**config.mk**
```make
export PLATFORM = sky130hd
export DESIGN_NAME = pass_window_finder
export DESIGN_NICKNAME = d
export VERILOG_FILES = /design/src/rtl/pwf_pkg.sv /design/src/rtl/pwf_run_tracker.sv /design/src/rtl/pwf_finalize.sv /design/src/rtl/pass_window_finder.sv
export SDC_FILE = /design/constraint.sdc
export NUM_CORES = 1
export LEC_CHECK = 0
export BUFFER_PORTS_ARGS = -buffer_cell sky130_fd_sc_hd__buf_4
export CORE_MARGIN = 2
export CORE_UTILIZATION = 55
export CTS_BUF_LIST = sky130_fd_sc_hd__clkbuf_8 sky130_fd_sc_hd__clkbuf_16
export CTS_CLUSTER_DIAMETER = 100
export DETAILED_ROUTE_END_ITERATION = 10
export PLACE_DENSITY = 0.74
export REMOVE_ABC_BUFFERS = 1
export SLEW_MARGIN = 20
export SYNTH_ARGS = -nofsm -noshare
export SYNTH_HDL_FRONTEND = slang
export SYNTH_SLANG_ARGS = --single-unit
```
**constraint.sdc**
```tcl
create_clock -name clk -period 8.7 [get_ports clk]
set_input_delay 0.435 -clock clk [delete_from_list [all_inputs] [get_ports clk]]
set_output_delay 0.435 -clock clk [all_outputs]
set_load 0.005 [all_outputs]
```
**src/rtl/pwf_pkg.sv**
```systemverilog
package pwf_pkg;
  typedef enum logic [1:0] {
    PWF_OK     = 2'b00,
    PWF_NONE   = 2'b01,
    PWF_NARROW = 2'b10
  } pwf_status_e;
endpackage

```
**src/rtl/pwf_run_tracker.sv**
```systemverilog
module pwf_run_tracker #(
  parameter int N_STEPS = 100,
  parameter int IDX_W   = $clog2(N_STEPS)
) (
  input  logic             clk,
  input  logic             rst_n,
  input  logic             acc,
  input  logic             pass,
  input  logic             last,
  output logic             fin_found,
  output logic [IDX_W-1:0] fin_start,
  output logic [IDX_W-1:0] fin_end
);
  logic [IDX_W-1:0] idx, cur_start, best_start, best_end;
  logic             cur_open, best_valid;
  logic             close_fail, close_last, take;
  logic [IDX_W-1:0] cand_s, cand_e, cand_len, best_len;

  assign best_len   = best_end - best_start;
  assign close_fail = acc && !pass && cur_open;
  assign close_last = acc && pass && last;

  always_comb begin
    if (close_last) begin
      cand_s = cur_open ? cur_start : idx;
      cand_e = idx;
    end else begin
      cand_s = cur_start;
      cand_e = idx - IDX_W'(1);
    end
    cand_len = cand_e - cand_s;
    take     = (close_fail || close_last) && (!best_valid || (cand_len > best_len));
    fin_found = best_valid || take;
    fin_start = take ? cand_s : best_start;
    fin_end   = take ? cand_e : best_end;
  end

  always_ff @(posedge clk) begin
    if (!rst_n) begin
      idx        <= '0;
      cur_open   <= 1'b0;
      cur_start  <= '0;
      best_valid <= 1'b0;
      best_start <= '0;
      best_end   <= '0;
    end else if (acc) begin
      if (last) begin
        idx        <= '0;
        cur_open   <= 1'b0;
        best_valid <= 1'b0;
      end else begin
        idx <= idx + IDX_W'(1);
        if (pass) begin
          if (!cur_open) begin
            cur_open  <= 1'b1;
            cur_start <= idx;
          end
        end else begin
          cur_open <= 1'b0;
        end
        best_valid <= fin_found;
        best_start <= fin_start;
        best_end   <= fin_end;
      end
    end
  end

  AST_BEST_NO_SHRINK: assert property (@(posedge clk) disable iff (!rst_n)
    (best_valid && !(acc && last)) |=> (best_len >= $past(best_len)));

  AST_IDX_STALL: assert property (@(posedge clk) disable iff (!rst_n)
    !acc |=> $stable(idx));

  AST_IDX_RANGE: assert property (@(posedge clk) disable iff (!rst_n)
    acc |-> (idx < IDX_W'(N_STEPS)));

  AST_OPEN_ORDER: assert property (@(posedge clk) disable iff (!rst_n)
    cur_open |-> (cur_start <= idx));
endmodule

```
**src/rtl/pwf_finalize.sv**
```systemverilog
module pwf_finalize import pwf_pkg::*; #(
  parameter int N_STEPS      = 100,
  parameter int PERIOD_STEPS = 50,
  parameter int IDX_W        = $clog2(N_STEPS)
) (
  input  logic             found,
  input  logic [IDX_W-1:0] win_s,
  input  logic [IDX_W-1:0] win_e,
  input  logic [IDX_W:0]   ref_hs,
  output logic [IDX_W:0]   centre_hs,
  output logic [IDX_W-1:0] win_len,
  output logic             slip,
  output pwf_status_e      status
);
  localparam int CW = IDX_W + 1;
  localparam int XW = IDX_W + 3;
  localparam logic [XW-1:0] TWO_P = XW'(2 * PERIOD_STEPS);
  localparam logic [XW-1:0] ONE_P = XW'(PERIOD_STEPS);

  logic [CW-1:0]    sum_hs;
  logic [XW-1:0]    sum_x, thr_x, len_x4, fold_x;
  logic [IDX_W-1:0] len_raw;

  always_comb begin
    len_raw = win_e - win_s;
    sum_hs  = {1'b0, win_s} + {1'b0, win_e};
    sum_x   = {2'b00, sum_hs};
    thr_x   = {2'b00, ref_hs} + TWO_P;
    len_x4  = {1'b0, len_raw, 2'b00};
    fold_x  = sum_x - TWO_P;
    slip    = found && (sum_x >= thr_x);
    if (!found) begin
      centre_hs = '0;
      win_len   = '0;
      status    = PWF_NONE;
    end else begin
      centre_hs = slip ? fold_x[CW-1:0] : sum_hs;
      win_len   = len_raw;
      status    = (len_x4 < ONE_P) ? PWF_NARROW : PWF_OK;
    end
  end
endmodule

```
**src/rtl/pass_window_finder.sv**
```systemverilog
module pass_window_finder import pwf_pkg::*; #(
  parameter int N_STEPS      = 100,
  parameter int PERIOD_STEPS = 50
) (
  input  logic                       clk,
  input  logic                       rst_n,
  input  logic                       res_valid,
  output logic                       res_ready,
  input  logic                       res_pass,
  input  logic                       res_last,
  input  logic [$clog2(N_STEPS):0]   ref_hs,
  output logic                       done,
  output logic [1:0]                 status,
  output logic [$clog2(N_STEPS):0]   centre_hs,
  output logic [$clog2(N_STEPS)-1:0] win_len,
  output logic                       slip
);
  localparam int IDX_W = $clog2(N_STEPS);
  localparam int CW    = IDX_W + 1;
  localparam int XW    = IDX_W + 3;

  logic             acc, fin_now, fin_found;
  logic [IDX_W-1:0] fin_start, fin_end, f_len;
  logic [CW-1:0]    f_centre;
  logic             f_slip;
  pwf_status_e      f_status;

  assign res_ready = !done;
  assign acc       = res_valid && res_ready;
  assign fin_now   = acc && res_last;

  pwf_run_tracker #(.N_STEPS(N_STEPS), .IDX_W(IDX_W)) trk_i (
    .clk(clk), .rst_n(rst_n), .acc(acc), .pass(res_pass), .last(res_last),
    .fin_found(fin_found), .fin_start(fin_start), .fin_end(fin_end)
  );

  pwf_finalize #(.N_STEPS(N_STEPS), .PERIOD_STEPS(PERIOD_STEPS), .IDX_W(IDX_W)) fin_i (
    .found(fin_found), .win_s(fin_start), .win_e(fin_end), .ref_hs(ref_hs),
    .centre_hs(f_centre), .win_len(f_len), .slip(f_slip), .status(f_status)
  );

  always_ff @(posedge clk) begin
    if (!rst_n) begin
      done      <= 1'b0;
      status    <= PWF_OK;
      centre_hs <= '0;
      win_len   <= '0;
      slip      <= 1'b0;
    end else begin
      done <= fin_now;
      if (fin_now) begin
        status    <= f_status;
        centre_hs <= f_centre;
        win_len   <= f_len;
        slip      <= f_slip;
      end
    end
  end

  AST_DONE_AFTER_LAST: assert property (@(posedge clk) disable iff (!rst_n)
    (res_valid && res_ready && res_last) |=> done);

  AST_DONE_SINGLE: assert property (@(posedge clk) disable iff (!rst_n)
    done |=> !done);

  AST_NARROW_RULE: assert property (@(posedge clk) disable iff (!rst_n)
    (done && status == PWF_OK) |-> ({1'b0, win_len, 2'b00} >= XW'(PERIOD_STEPS)));

  AST_NONE_ZERO: assert property (@(posedge clk) disable iff (!rst_n)
    (done && status == PWF_NONE) |-> (win_len == '0 && centre_hs == '0 && !slip));

  AST_FOLD_ABOVE_REF: assert property (@(posedge clk) disable iff (!rst_n)
    (done && slip) |-> ({2'b00, centre_hs} >= {2'b00, $past(ref_hs)}));

  AST_NOFOLD_BELOW: assert property (@(posedge clk) disable iff (!rst_n)
    (done && !slip && status != PWF_NONE) |->
      ({2'b00, centre_hs} < ({2'b00, $past(ref_hs)} + XW'(2 * PERIOD_STEPS))));

  AST_HOLD: assert property (@(posedge clk) disable iff (!rst_n)
    !$past(fin_now) |-> ($stable(centre_hs) && $stable(win_len) && $stable(slip)));
endmodule

```
# After elaboration in Yosys (flattened, before gate mapping)
# Index checks and enable logic that the tools add are counted.
# op_classes
addsub	8
order_cmp	3
mux	14
bitwise_logic	1
n_reduce_logical	16
# op_table
cell	count
$mux 7	7
$sub 7x7->7	3
$mux 8	2
$ge 8x10->1	1
$add 8x7->9 const B	1
$lt 9x6->1 const B	1
$add 7x7->8	1
$logic_and 1x1->1	8
$sub 8x7->8 const B	1
$add 7x1->7 const B	1
$gt 7x7->1	1
$sub 7x1->7 const B	1
$mux 2	2
$logic_not 1->1	3
$logic_or 1x1->1	3
$mux 1	3
$reduce_and 3->1	1
$reduce_and 2->1	1
$not 1->1	1
# totals
register_bits	49
in_bits	13
wordCells	53

# Longest topological paths before layout
# Gate-level depths: netlist (run 1).
# logic_depth
depth_word	15
ltp_mapped	37
depth_no_buf	35

# Modules after synthesis
# From an unflattened synthesis (run 1), not the netlist that was laid out.
# hier_totals
cells_unflattened	519
area_unflattened_um2	4141.5
# by_module_without_submodules
module	n_inst	cells_each	area_each_um2	seq_area_each_um2
pwf_run_tracker	1	271	2187.1	600.6
pwf_finalize	1	165	1179.9	0.0
pass_window_finder	1	83	774.5	380.4

# Least setup slack after synthesis (run 1)
# OpenSTA, ideal clock, no wires.
# synth_timing
path_kind	input -> register
start	in res_valid
end	reg centre_hs[6]
setup_ps	124
arrival_ps	6485
required_time_ps	8576
setup_slack_ps	2091
path_stages	37
path_buffers	3
cell_sequence	nor2b_1 > buf_2 > nand3_2 > nor2_4 > mux2i_1 > inv_1 > ha_1 > fa_1 > inv_1 > a21oi_1 > o21bai_1 > a21o_1 > a21oi_1 > xnor2_1 > ha_1 > nand4_1 > o21bai_1 > a41o_1 > buf_2 > clkbuf_1 > nand2_1 > o21ai_0 > ha_1 > inv_1 > fa_1 > nand2b_1 > a2111o_1 > o311a_1 > inv_1 > ha_1 > o21a_1 > nor2_1 > a21oi_1 > o221ai_2 > a2111oi_2 > xnor2_1 > o21ai_1
# synth_via
elab_chain_len	14
# synth_lines
element	line	rtl
start: declaration	pass_window_finder.sv:7	input logic res_valid,
$logic_and 1x1->1 (*)	pass_window_finder.sv:29	assign acc = res_valid && res_ready;
$logic_and 1x1->1 (2 in a row)	pwf_run_tracker.sv:21	assign close_last = acc && pass && last;
$mux 7	pwf_run_tracker.sv:24	if (close_last) begin
$sub 7x7->7	pwf_run_tracker.sv:31	cand_len = cand_e - cand_s;
$gt 7x7->1	pwf_run_tracker.sv:32	take = (close_fail || close_last) && (!best_valid || (cand_len > best_len));
$logic_or 1x1->1	pwf_run_tracker.sv:32	
$logic_and 1x1->1	pwf_run_tracker.sv:32	
$mux 7 (*)	pwf_run_tracker.sv:34	fin_start = take ? cand_s : best_start;
named net fin_i.win_s[0]	pwf_finalize.sv:7	input logic [IDX_W-1:0] win_s,
$add 7x7->8 (*)	pwf_finalize.sv:26	sum_hs = {1'b0, win_s} + {1'b0, win_e};
$ge 8x10->1	pwf_finalize.sv:31	slip = found && (sum_x >= thr_x);
$logic_and 1x1->1	pwf_finalize.sv:31	
$mux 8 (*)	pwf_finalize.sv:37	centre_hs = slip ? fold_x[CW-1:0] : sum_hs;
$mux 8 (*)	pwf_finalize.sv:32	if (!found) begin
end signal: assignment	pass_window_finder.sv:53	centre_hs <= f_centre;
end: declaration	pass_window_finder.sv:14	output logic [$clog2(N_STEPS):0] centre_hs,
# The timed path passes the listed nets; every way through them passes the cells marked *.
# A chain may end at the register's enable or synchronous reset.

# Worst setup path after layout (run 1)
# layout_timing
start	reg done
end	reg centre_hs[6]
# layout_via
elab_chain_len	15
# layout_lines
element	line	rtl
start: declaration	pass_window_finder.sv:12	output logic done,
start signal: assignment	pass_window_finder.sv:50	done <= fin_now;
$logic_not 1->1 (*)	pass_window_finder.sv:28	assign res_ready = !done;
$logic_and 1x1->1 (*)	pass_window_finder.sv:29	
$logic_and 1x1->1 (2 in a row)	pwf_run_tracker.sv:21	
$mux 7	pwf_run_tracker.sv:24	
$sub 7x7->7	pwf_run_tracker.sv:31	
$gt 7x7->1	pwf_run_tracker.sv:32	
$logic_or 1x1->1	pwf_run_tracker.sv:32	
$logic_and 1x1->1	pwf_run_tracker.sv:32	
$mux 7 (*)	pwf_run_tracker.sv:34	
named net fin_i.win_s[0]	pwf_finalize.sv:7	
$add 7x7->8 (*)	pwf_finalize.sv:26	
$ge 8x10->1	pwf_finalize.sv:31	
$logic_and 1x1->1	pwf_finalize.sv:31	
$mux 8 (*)	pwf_finalize.sv:37	
$mux 8 (*)	pwf_finalize.sv:32	
# Marked as above.

==> results of run 1 <==
-- layout make-up --
class	count	area, µm²
Timing Repair Buffer	32	240
Fill cell	598	2550
Inverter	49	184
Multi-Input combinational cell	339	2520
Clock inverter	3	68.8
Tap cell	80	100
Clock buffer	5	68.8
Sequential cell	49	981
-- tightest hold or removal path, stage by stage --
cell and delay (ns):
buf_4 0.14, nand3b_1 0.08, a21boi_0 0.07
-- power by group through the flow --
stage	clock [W]	combinational, W	sequential (W)
final	0.000198	0.000151	0.000234
after global routing	0.000213	0.000172	0.000235
after CTS	0.000200	0.000151	0.000234
after detailed placement	0	0.000150	0.000239
after global placement	0	0.000148	0.000239
after floorplan	0	0.000112	0.000238
-- sequential cells by signal, summed over array words and instances, names as in the netlist --
signal and cells:
win_len 7, trk_i.cur_start 7, status 2, done 1, trk_i.best_end 7, trk_i.best_start 7
centre_hs 8, trk_i.idx 7, trk_i.best_valid 1, trk_i.cur_open 1, slip 1
-- metrics by stage --
step                worst slack, ns  cell area [µm²]
global route                  0.324             4160
detailed placement            0.926             4030
floorplan                      1.90             3690
global placement               1.18             4030
CTS                            1.04             4160
finish                        0.975             4160
-- worst paths after layout --
kind	to	cells after the start
max	centre_hs[6]	33
min	trk_i.cur_open	3
max reg2reg	centre_hs[6]	33
min reg2reg	win_len[5]	2
-- logic make-up (layout without fill, tap and decap cells) --
family / after synthesis / count (layout) / synth area share, %
adder cells (fa/ha/maj): 48 / 48 / 16.7
multiplexers: 17 / 17 / 4.50
AO/OA/AOI/OAI: 107 / 107 / 19.6
flip-flops: 49 / 49 / 25.9
AND/OR/NAND/NOR: 130 / 130 / 17.3
XOR/XNOR: 37 / 37 / 8.56
buffers and inverters: 69 / 89 / 7.47
-- routing by layer --
layer | vias to the layer above | part of all wire, %
li1 | 1586 | -
met1 | 1431 | 49
met2 | 48 | 47
met3 | 10 | 3.3
met4 | 0 | 1.4
met5 | - | 0
-- placed cells by master (no fill, tap or decap), drive strengths merged, types with 4 or more instances in the layout --
master,count
a21o,6
a21oi,21
a22o,4
buf,32
clkbuf,5
dfxtp,49
fa,4
ha,44
inv,50
mux2i,17
nand2,50
nand2b,8
nand3,6
nand4,4
nor2,25
nor2b,18
nor3,7
o211a,12
o21a,9
o21ai,30
o21bai,8
xnor2,25
xor2,12
==> impl_metrics.ini, run 1 <==
[global_routing]
use_met3_pct = 3.41
grt_pass1_wl_mm = 13.6
grt_util_all_layers_pct = 22.5
grt_util_met2_pct = 37.8
use_met1_pct = 30.0
grt_pass1_vias = 2911
grt.overflow.total = 0
grt_busiest_layer = met2
grt_max_degree = 30
antenna_found_initial = 0

[sta]
finalCritPeriodShare_pct = 88.8
max_freq_mhz = 129
whs_ns = 0.439
worst_pin_slew_ns = 0.988
max-slew-margin-rel_pct = 33.9
final-setup-viol-count = 0
slew_violations = 0
timing_hold_violations_final = 0
rsz0062_at_grt = false
fin_worst_skew_ns = 0.0104
period_needed_ns = 7.73
final.setup.tns_ns = 0

[setup_path]
required_ns = 8.89
r2r_setup_slack_ns = 0.97
crit_arrival_ns = 7.92
cp_max_fo = 29
start_kind = flip-flop
path_delay_family = compound AO/OA/AOI/OAI gates
cp-end-kind = flip-flop
critical_path_buf_inv_count = 4
cp-startpoint = done
reg2reg_from = done
critical_path_class = reg2reg
worst_path_largest_cell_delay_ns = 0.77
cp_slowest_cell = a41o_1

[power_and_ir_drop]
peakVddDrop_uv = 75.7
switching_share_pct = 29.4
power_w = 0.000583
leakage_nw = 2.00
p_int_w = 0.000412
switchingPower_w = 0.000171
power.density_mw_per_mm2 = 140
share_comb_of_total_power_pct = 25.9
p_clk_share_pct = 33.9
seqPwrFrac_pct = 40.2

[clock_network]
htreeDepth = 2
cts_hold_buf = 0
cts_made_buffers = 5
post_cts_resized = 0
cts.clk_slew.worst_paths_ns = 0.10
cts.path.max_buffers = 2
cts_tree = done
clkLatencyLatePin_ns = 0.31
cts-root-buf = clkbuf_8
clock-sinks = 49
cts_setup_buffers = 0

[routing]
drtPass1Iterations = 5
avgViaCountPerCell = 5.52
routed_wl_mm = 8.05
wl_per_cell_um = 14.4
drt_iter0_drc = 162
via_count = 3075
post-route-drc-count = 0
ant_nets = 0

[synth]
synth_top_flop_cell = dfxtp_1
ys_top_cells_by_count = nand2_1, dfxtp_1, inv_1, ha_1, o21ai_0
ys_ff_latch = 49
seq_area_frac_synth_pct = 25.9
syn_area_mm2 = 0.00378
async_flop_share_pct = 0
syn-instance-count = 457
synth_top_cell_by_area = dfxtp_1
ys_types = 49
synth_top_cell_area_share_pct = 25.9
synth_area_leaders = dfxtp_1, ha_1, xnor2_1
synth_warnings = 0
synth_enable_flop_cells = 0
synth.most_common_cell = nand2_1
avgSynthCellArea_um2 = 8.28

[final_layout]
stdcell_count = 557
area_growth_pct = 10.0
finish.utilization_pct = 62.0
drive_gt1_share_pct = 10.3
diodes = 0
fin_nets = 537

[die]
core_region_area_mm2 = 0.00672
rows = 30
dieHeight_um = 87.0
dieArea_mm2 = 0.00756
die_w_um = 87.0
start_util_pct = 56.3
ios = 33

[place]
gp_congestion = 0.909
portBuffers = 32
placed_cells = 549
post-dp-hpwl_mm = 6.35

[worst_hold_path]
min_path_type = in2reg
hp-start = res_pass

[job]
maxCapViolations = 0

[status]
status = finished, final reports clean
Note: power is estimated with default switching activity, not from simulation.
==> run 2: changes to the inputs <==
--- a/config.mk
+++ b/config.mk
@@ -16,4 +16,5 @@
 export SLEW_MARGIN = 20
 export SYNTH_ARGS = -nofsm -noshare
 export SYNTH_HDL_FRONTEND = slang
+export SYNTH_HIERARCHICAL = 1
 export SYNTH_SLANG_ARGS = --single-unit
==> impl_metrics.ini, run 2 <==
[status]
status = finished, final reports clean

[final_layout]
area_growth_pct = 8.55
diodes = 0
layout_common_cells = nand2_1, dfxtp_1, nor2_1, inv_1, ha_1
final_common_cell = nand2_1
largest_reg_flops = 8
top_register = centre_hs
fin_nets = 590
drive_gt1_share_pct = 11.3

[sta]
timing_hold_violations_final = 0
worst_pin_slew_ns = 1.07
fin_worst_skew_ns = 0.0105
period_needed_ns = 7.62
final.setup.tns_ns = 0
setup_slack_ns = 1.08
rsz0062_at_grt = false
slew_violations = 0
final-setup-viol-count = 0
max-slew-margin-rel_pct = 28.8
finalCritPeriodShare_pct = 87.6
max_freq_mhz = 131

[place]
gp_congestion = 0.900
dp_slack_ns = 0.992
post-dp-hpwl_mm = 6.77
portBuffers = 32

[setup_path]
crit_top_cell = ha_1
worst_path_largest_cell_delay_ns = 0.45
start_kind = flip-flop
critical_path_class = reg2reg
r2r-end = centre_hs[4]
cp_slowest_cell = a21oi_1
reg2reg_from = done
worstSetupEndpoint = centre_hs[4]
r2r_setup_slack_ns = 1.08
reg2reg_depth = 30
crit_arrival_ns = 7.86
required_ns = 8.93
cp-end-kind = flip-flop
cp-startpoint = done
cp_max_fo = 29

[synth]
synth_area_leaders = dfxtp_1, ha_1, mux2i_1
synth_warnings = 6
ys_types = 59
synth_top_cell_area_share_pct = 23.7
ys_ff_latch = 49
syn-instance-count = 519
synth_top_cell_by_area = dfxtp_1
synth.most_common_cell = nand2_1
syn_area_mm2 = 0.00414
ys_top_cells_by_count = nand2_1, dfxtp_1, nor2_1, ha_1, inv_1
async_flop_share_pct = 0
synth_enable_flop_cells = 0
seq_area_frac_synth_pct = 23.7
avgSynthCellArea_um2 = 7.98
synth_top_flop_cell = dfxtp_1

[clock_network]
post_cts_resized = 0
cts-root-buf = clkbuf_8
cts_tree = done
clock-sinks = 49
cts.path.max_buffers = 2
htreeDepth = 2
cts_hold_buf = 0
cts_made_buffers = 5
clkLatencyLatePin_ns = 0.31
cts.clk_slew.worst_paths_ns = 0.10
cts_setup_buffers = 0

[die]
dieHeight_um = 90.8
die_w_um = 90.8
ios = 33
rows = 31
core_region_area_mm2 = 0.00725
start_util_pct = 57.1
dieArea_mm2 = 0.00824

[job]
maxCapViolations = 0

[worst_hold_path]
hp-start = res_pass
min_path_type = in2reg

[routing]
drtPass1Iterations = 5
drt_iter0_drc = 218
via_count = 3509
ant_nets = 0
post-route-drc-count = 0
routed_wl_mm = 8.90
avgViaCountPerCell = 5.56
wl_per_cell_um = 14.1

[power_and_ir_drop]
peakVddDrop_uv = 91.9
power.density_mw_per_mm2 = 134
leakage_nw = 1.89

[global_routing]
grt.overflow.total = 0
grt_util_all_layers_pct = 22.2
grt_pass1_wl_mm = 15.3
antenna_found_initial = 0
grt_max_degree = 39
grt_pass1_vias = 3295
run 2: cell types whose count changed in the layout (fill, tap and decap cells not counted), sizes merged, moves of 5 or more:
| cell | change |
|---|---|
| mux2 | +6 |
| inv | -7 |
| o21a | -8 |
| a211oi | +11 |
| a21oi | +9 |
| a211o | +5 |
| nand2 | +11 |
| o211a | -11 |
| and3 | +6 |
| nor2b | -10 |
| xnor2 | -6 |
| nor2 | +22 |
| mux2i | +16 |
| o21bai | -6 |
run 2: how the worst min path moves through the flow:
stage                     slack (ns)  cells after the start                to
after floorplan                 0.45                      2      centre_hs[0]
after global placement          0.44                      2        win_len[6]
after detailed placement        0.45                      2        win_len[6]
after CTS                       0.40                      3    trk_i/cur_open
after global routing            0.45                      2  trk_i/best_valid
final                           0.42                      3    trk_i/cur_open
run 2: layer usage:
layer / wire length [µm] / GRT usage (%) / share of wire [%]
met1: 4470 / 30.5 / 50
met2: 4020 / 37.1 / 45
met3: 321 / 2.84 / 3.6
met4: 85 / 5.30 / 0.95
met5: 0 / 0 / 0
run 2: metrics by stage:
step	std cells	hold WS, ns	utilization, %	power (W)	area [µm²]
floorplan	490	0.451	-	0.000364	3980
global placement	623	0.444	60.1	0.000405	4360
detailed placement	623	0.447	60.1	0.000408	4360
CTS	631	0.403	62.0	0.000605	4500
global route	631	0.449	62.0	0.000638	4500
finish	631	0.416	62.0	0.000602	4500
run 2: cells by family after synthesis:
| group | count (synthesis) | synth area share [%] |
|---|---|---|
| compound gates | 112 | 18.1 |
| fa+ha+maj | 48 | 15.1 |
| buf+inv | 71 | 7.73 |
| simple gates | 170 | 19.4 |
| mux | 39 | 9.61 |
| xor+xnor | 30 | 6.34 |
| flops | 49 | 23.7 |
run 2: critical path, delay by kind of cell, from the launching register on:
| family | cells | cell delay (ns) |
|---|---|---|
| compound gates | 12 | 3.11 |
| simple gates | 9 | 1.95 |
| fa+ha+maj | 5 | 1.45 |
| buf+inv | 2 | 0.38 |
| flops | 1 | 0.34 |
| xor+xnor | 1 | 0.15 |
| mux | 1 | 0.12 |
run 2: where the power goes:
group | internal (W) | total (W) | switching [W]
Combinational | 0.0000725 | 0.000173 | 0.000101
Clock | 0.000116 | 0.000197 | 0.0000817
Sequential | 0.000228 | 0.000232 | 0.00000343
run 2: layout make-up:
cell class / count / area, µm²
clock buffers: 5 / 68.8
clock inverters: 3 / 68.8
fillers: 644 / 2760
inverters: 42 / 158
multi-input cells: 399 / 2840
flip-flops and latches: 49 / 981
well taps: 99 / 124
repair buffers: 34 / 255
==> run 3: changes to the inputs <==
--- a/config.mk
+++ b/config.mk
@@ -5,10 +5,11 @@
 export SDC_FILE = /design/constraint.sdc
 export NUM_CORES = 1
 export LEC_CHECK = 0
+export ABC_AREA = 0
 export BUFFER_PORTS_ARGS = -buffer_cell sky130_fd_sc_hd__buf_4
 export CORE_MARGIN = 2
 export CORE_UTILIZATION = 55
-export CTS_BUF_LIST = sky130_fd_sc_hd__clkbuf_8 sky130_fd_sc_hd__clkbuf_16
+export CTS_BUF_LIST = sky130_fd_sc_hd__clkbuf_2
 export CTS_CLUSTER_DIAMETER = 100
 export DETAILED_ROUTE_END_ITERATION = 10
 export PLACE_DENSITY = 0.74
==> impl_metrics.ini, run 3 (synthesized netlist as in run 2, its figures left out) <==
[setup_path]
cp_max_fo = 29
crit_arrival_ns = 8.01
crit_top_cell = ha_1
worst_path_largest_cell_delay_ns = 0.44
cp_slowest_cell = a21oi_1
required_ns = 9.06
critical_path_buf_inv_count = 2
path_delay_family = compound AO/OA/AOI/OAI gates
critical_path_class = reg2reg
cp-end-kind = flip-flop
start_kind = flip-flop

[sta]
period_needed_ns = 7.64
slew_violations = 0
setup_slack_ns = 1.06
fin_worst_skew_ns = 0.0234
max_freq_mhz = 131
final.setup.tns_ns = 0
final-setup-viol-count = 0
rsz0062_at_grt = false
finalCritPeriodShare_pct = 87.9
max-slew-margin-rel_pct = 28.8
timing_hold_violations_final = 0
worst_pin_slew_ns = 1.07

[final_layout]
area_growth_pct = 7.49
fin_nets = 590
largest_reg_flops = 8
top_register = centre_hs
layout_common_cells = nand2_1, dfxtp_1, nor2_1, inv_1, ha_1
diodes = 0
drive_gt1_share_pct = 11.3
final_common_cell = nand2_1

[die]
rows = 31
ios = 33
start_util_pct = 57.1
die_w_um = 90.8
core_region_area_mm2 = 0.00725
dieHeight_um = 90.8
dieArea_mm2 = 0.00824

[place]
portBuffers = 32
dp_slack_ns = 0.992
gp_congestion = 0.900
post-dp-hpwl_mm = 6.77

[power_and_ir_drop]
peakVddDrop_uv = 96.7
leakage_nw = 1.87
power.density_mw_per_mm2 = 126

[global_routing]
grt_util_all_layers_pct = 22.0
antenna_found_initial = 0
grt_max_degree = 39
grt_pass1_wl_mm = 15.3
grt_pass1_vias = 3295
grt.overflow.total = 0

[routing]
post-route-drc-count = 0
ant_nets = 0
drt_iter0_drc = 189
drtPass1Iterations = 4
avgViaCountPerCell = 5.52
via_count = 3486
wl_per_cell_um = 14.0
routed_wl_mm = 8.84

[job]
maxCapViolations = 0

[clock_network]
cts_setup_buffers = 0
htreeDepth = 2
post_cts_resized = 0
clock-sinks = 49
cts_hold_buf = 0
cts_tree = done
cts.path.max_buffers = 2
clkLatencyLatePin_ns = 0.43
cts.clk_slew.worst_paths_ns = 0.27
cts-root-buf = clkbuf_2
cts_made_buffers = 5

[status]
status = finished, final reports clean

[worst_hold_path]
min_path_type = in2reg
[run 3: routing by layer]
| layer | routed length, µm | GRT usage (%) | vias up |
|---|---|---|---|
| met5 | 0 | 0 | - |
| met4 | 46 | 3.79 | 0 |
| met3 | 414 | 3.09 | 5 |
| met2 | 4030 | 37.4 | 76 |
| met1 | 4350 | 30.2 | 1605 |
| li1 | - | - | 1800 |
[run 3: worst reg2reg max path: cells and delay by family, from the launching register on]
family / cells / cell delay, ns
compound gates: 12 / 3.13
simple gates: 9 / 1.95
fa+ha+maj: 5 / 1.45
flops: 1 / 0.39
buf+inv: 2 / 0.38
xor+xnor: 1 / 0.14
mux: 1 / 0.12
[run 3: through the flow]
step,utilization [%],std cells,power (W),cell area (µm²),hold slack (ns)
after floorplan,-,490,0.000364,3980,0.451
after global routing,61.4,631,0.000596,4450,0.255
after CTS,61.4,631,0.000565,4450,0.238
final,61.4,631,0.000562,4450,0.268
after detailed placement,60.1,623,0.000408,4360,0.447
after global placement,60.1,623,0.000405,4360,0.444
[run 3: area by class of cell]
class                      instances  area, µm²
sequential                        49        981
timing repair buffer              34        255
clock buffer                       5       25.0
inverter                          42        158
fill                             645       2800
multi-input combinational        399       2840
tap                               99        124
clock inverter                     3       68.8
[run 3: final timing paths]
| kind | end | cells past startpoint | start | slack (ns) |
|---|---|---|---|---|
| max reg2reg | centre_hs[4] | 30 | done | 1.06 |
| max | centre_hs[4] | 30 | done | 1.06 |
| min reg2reg | win_len[6] | 2 | win_len[6] | 0.47 |
| min | trk_i/cur_open | 3 | res_pass | 0.27 |
[run 3: where the power goes]
group | leakage, nW | internal (W) | switching, W
Sequential | 0.396 | 0.000229 | 0.00000338
Combinational | 1.42 | 0.0000726 | 0.000101
Clock | 0.0536 | 0.0000784 | 0.0000772
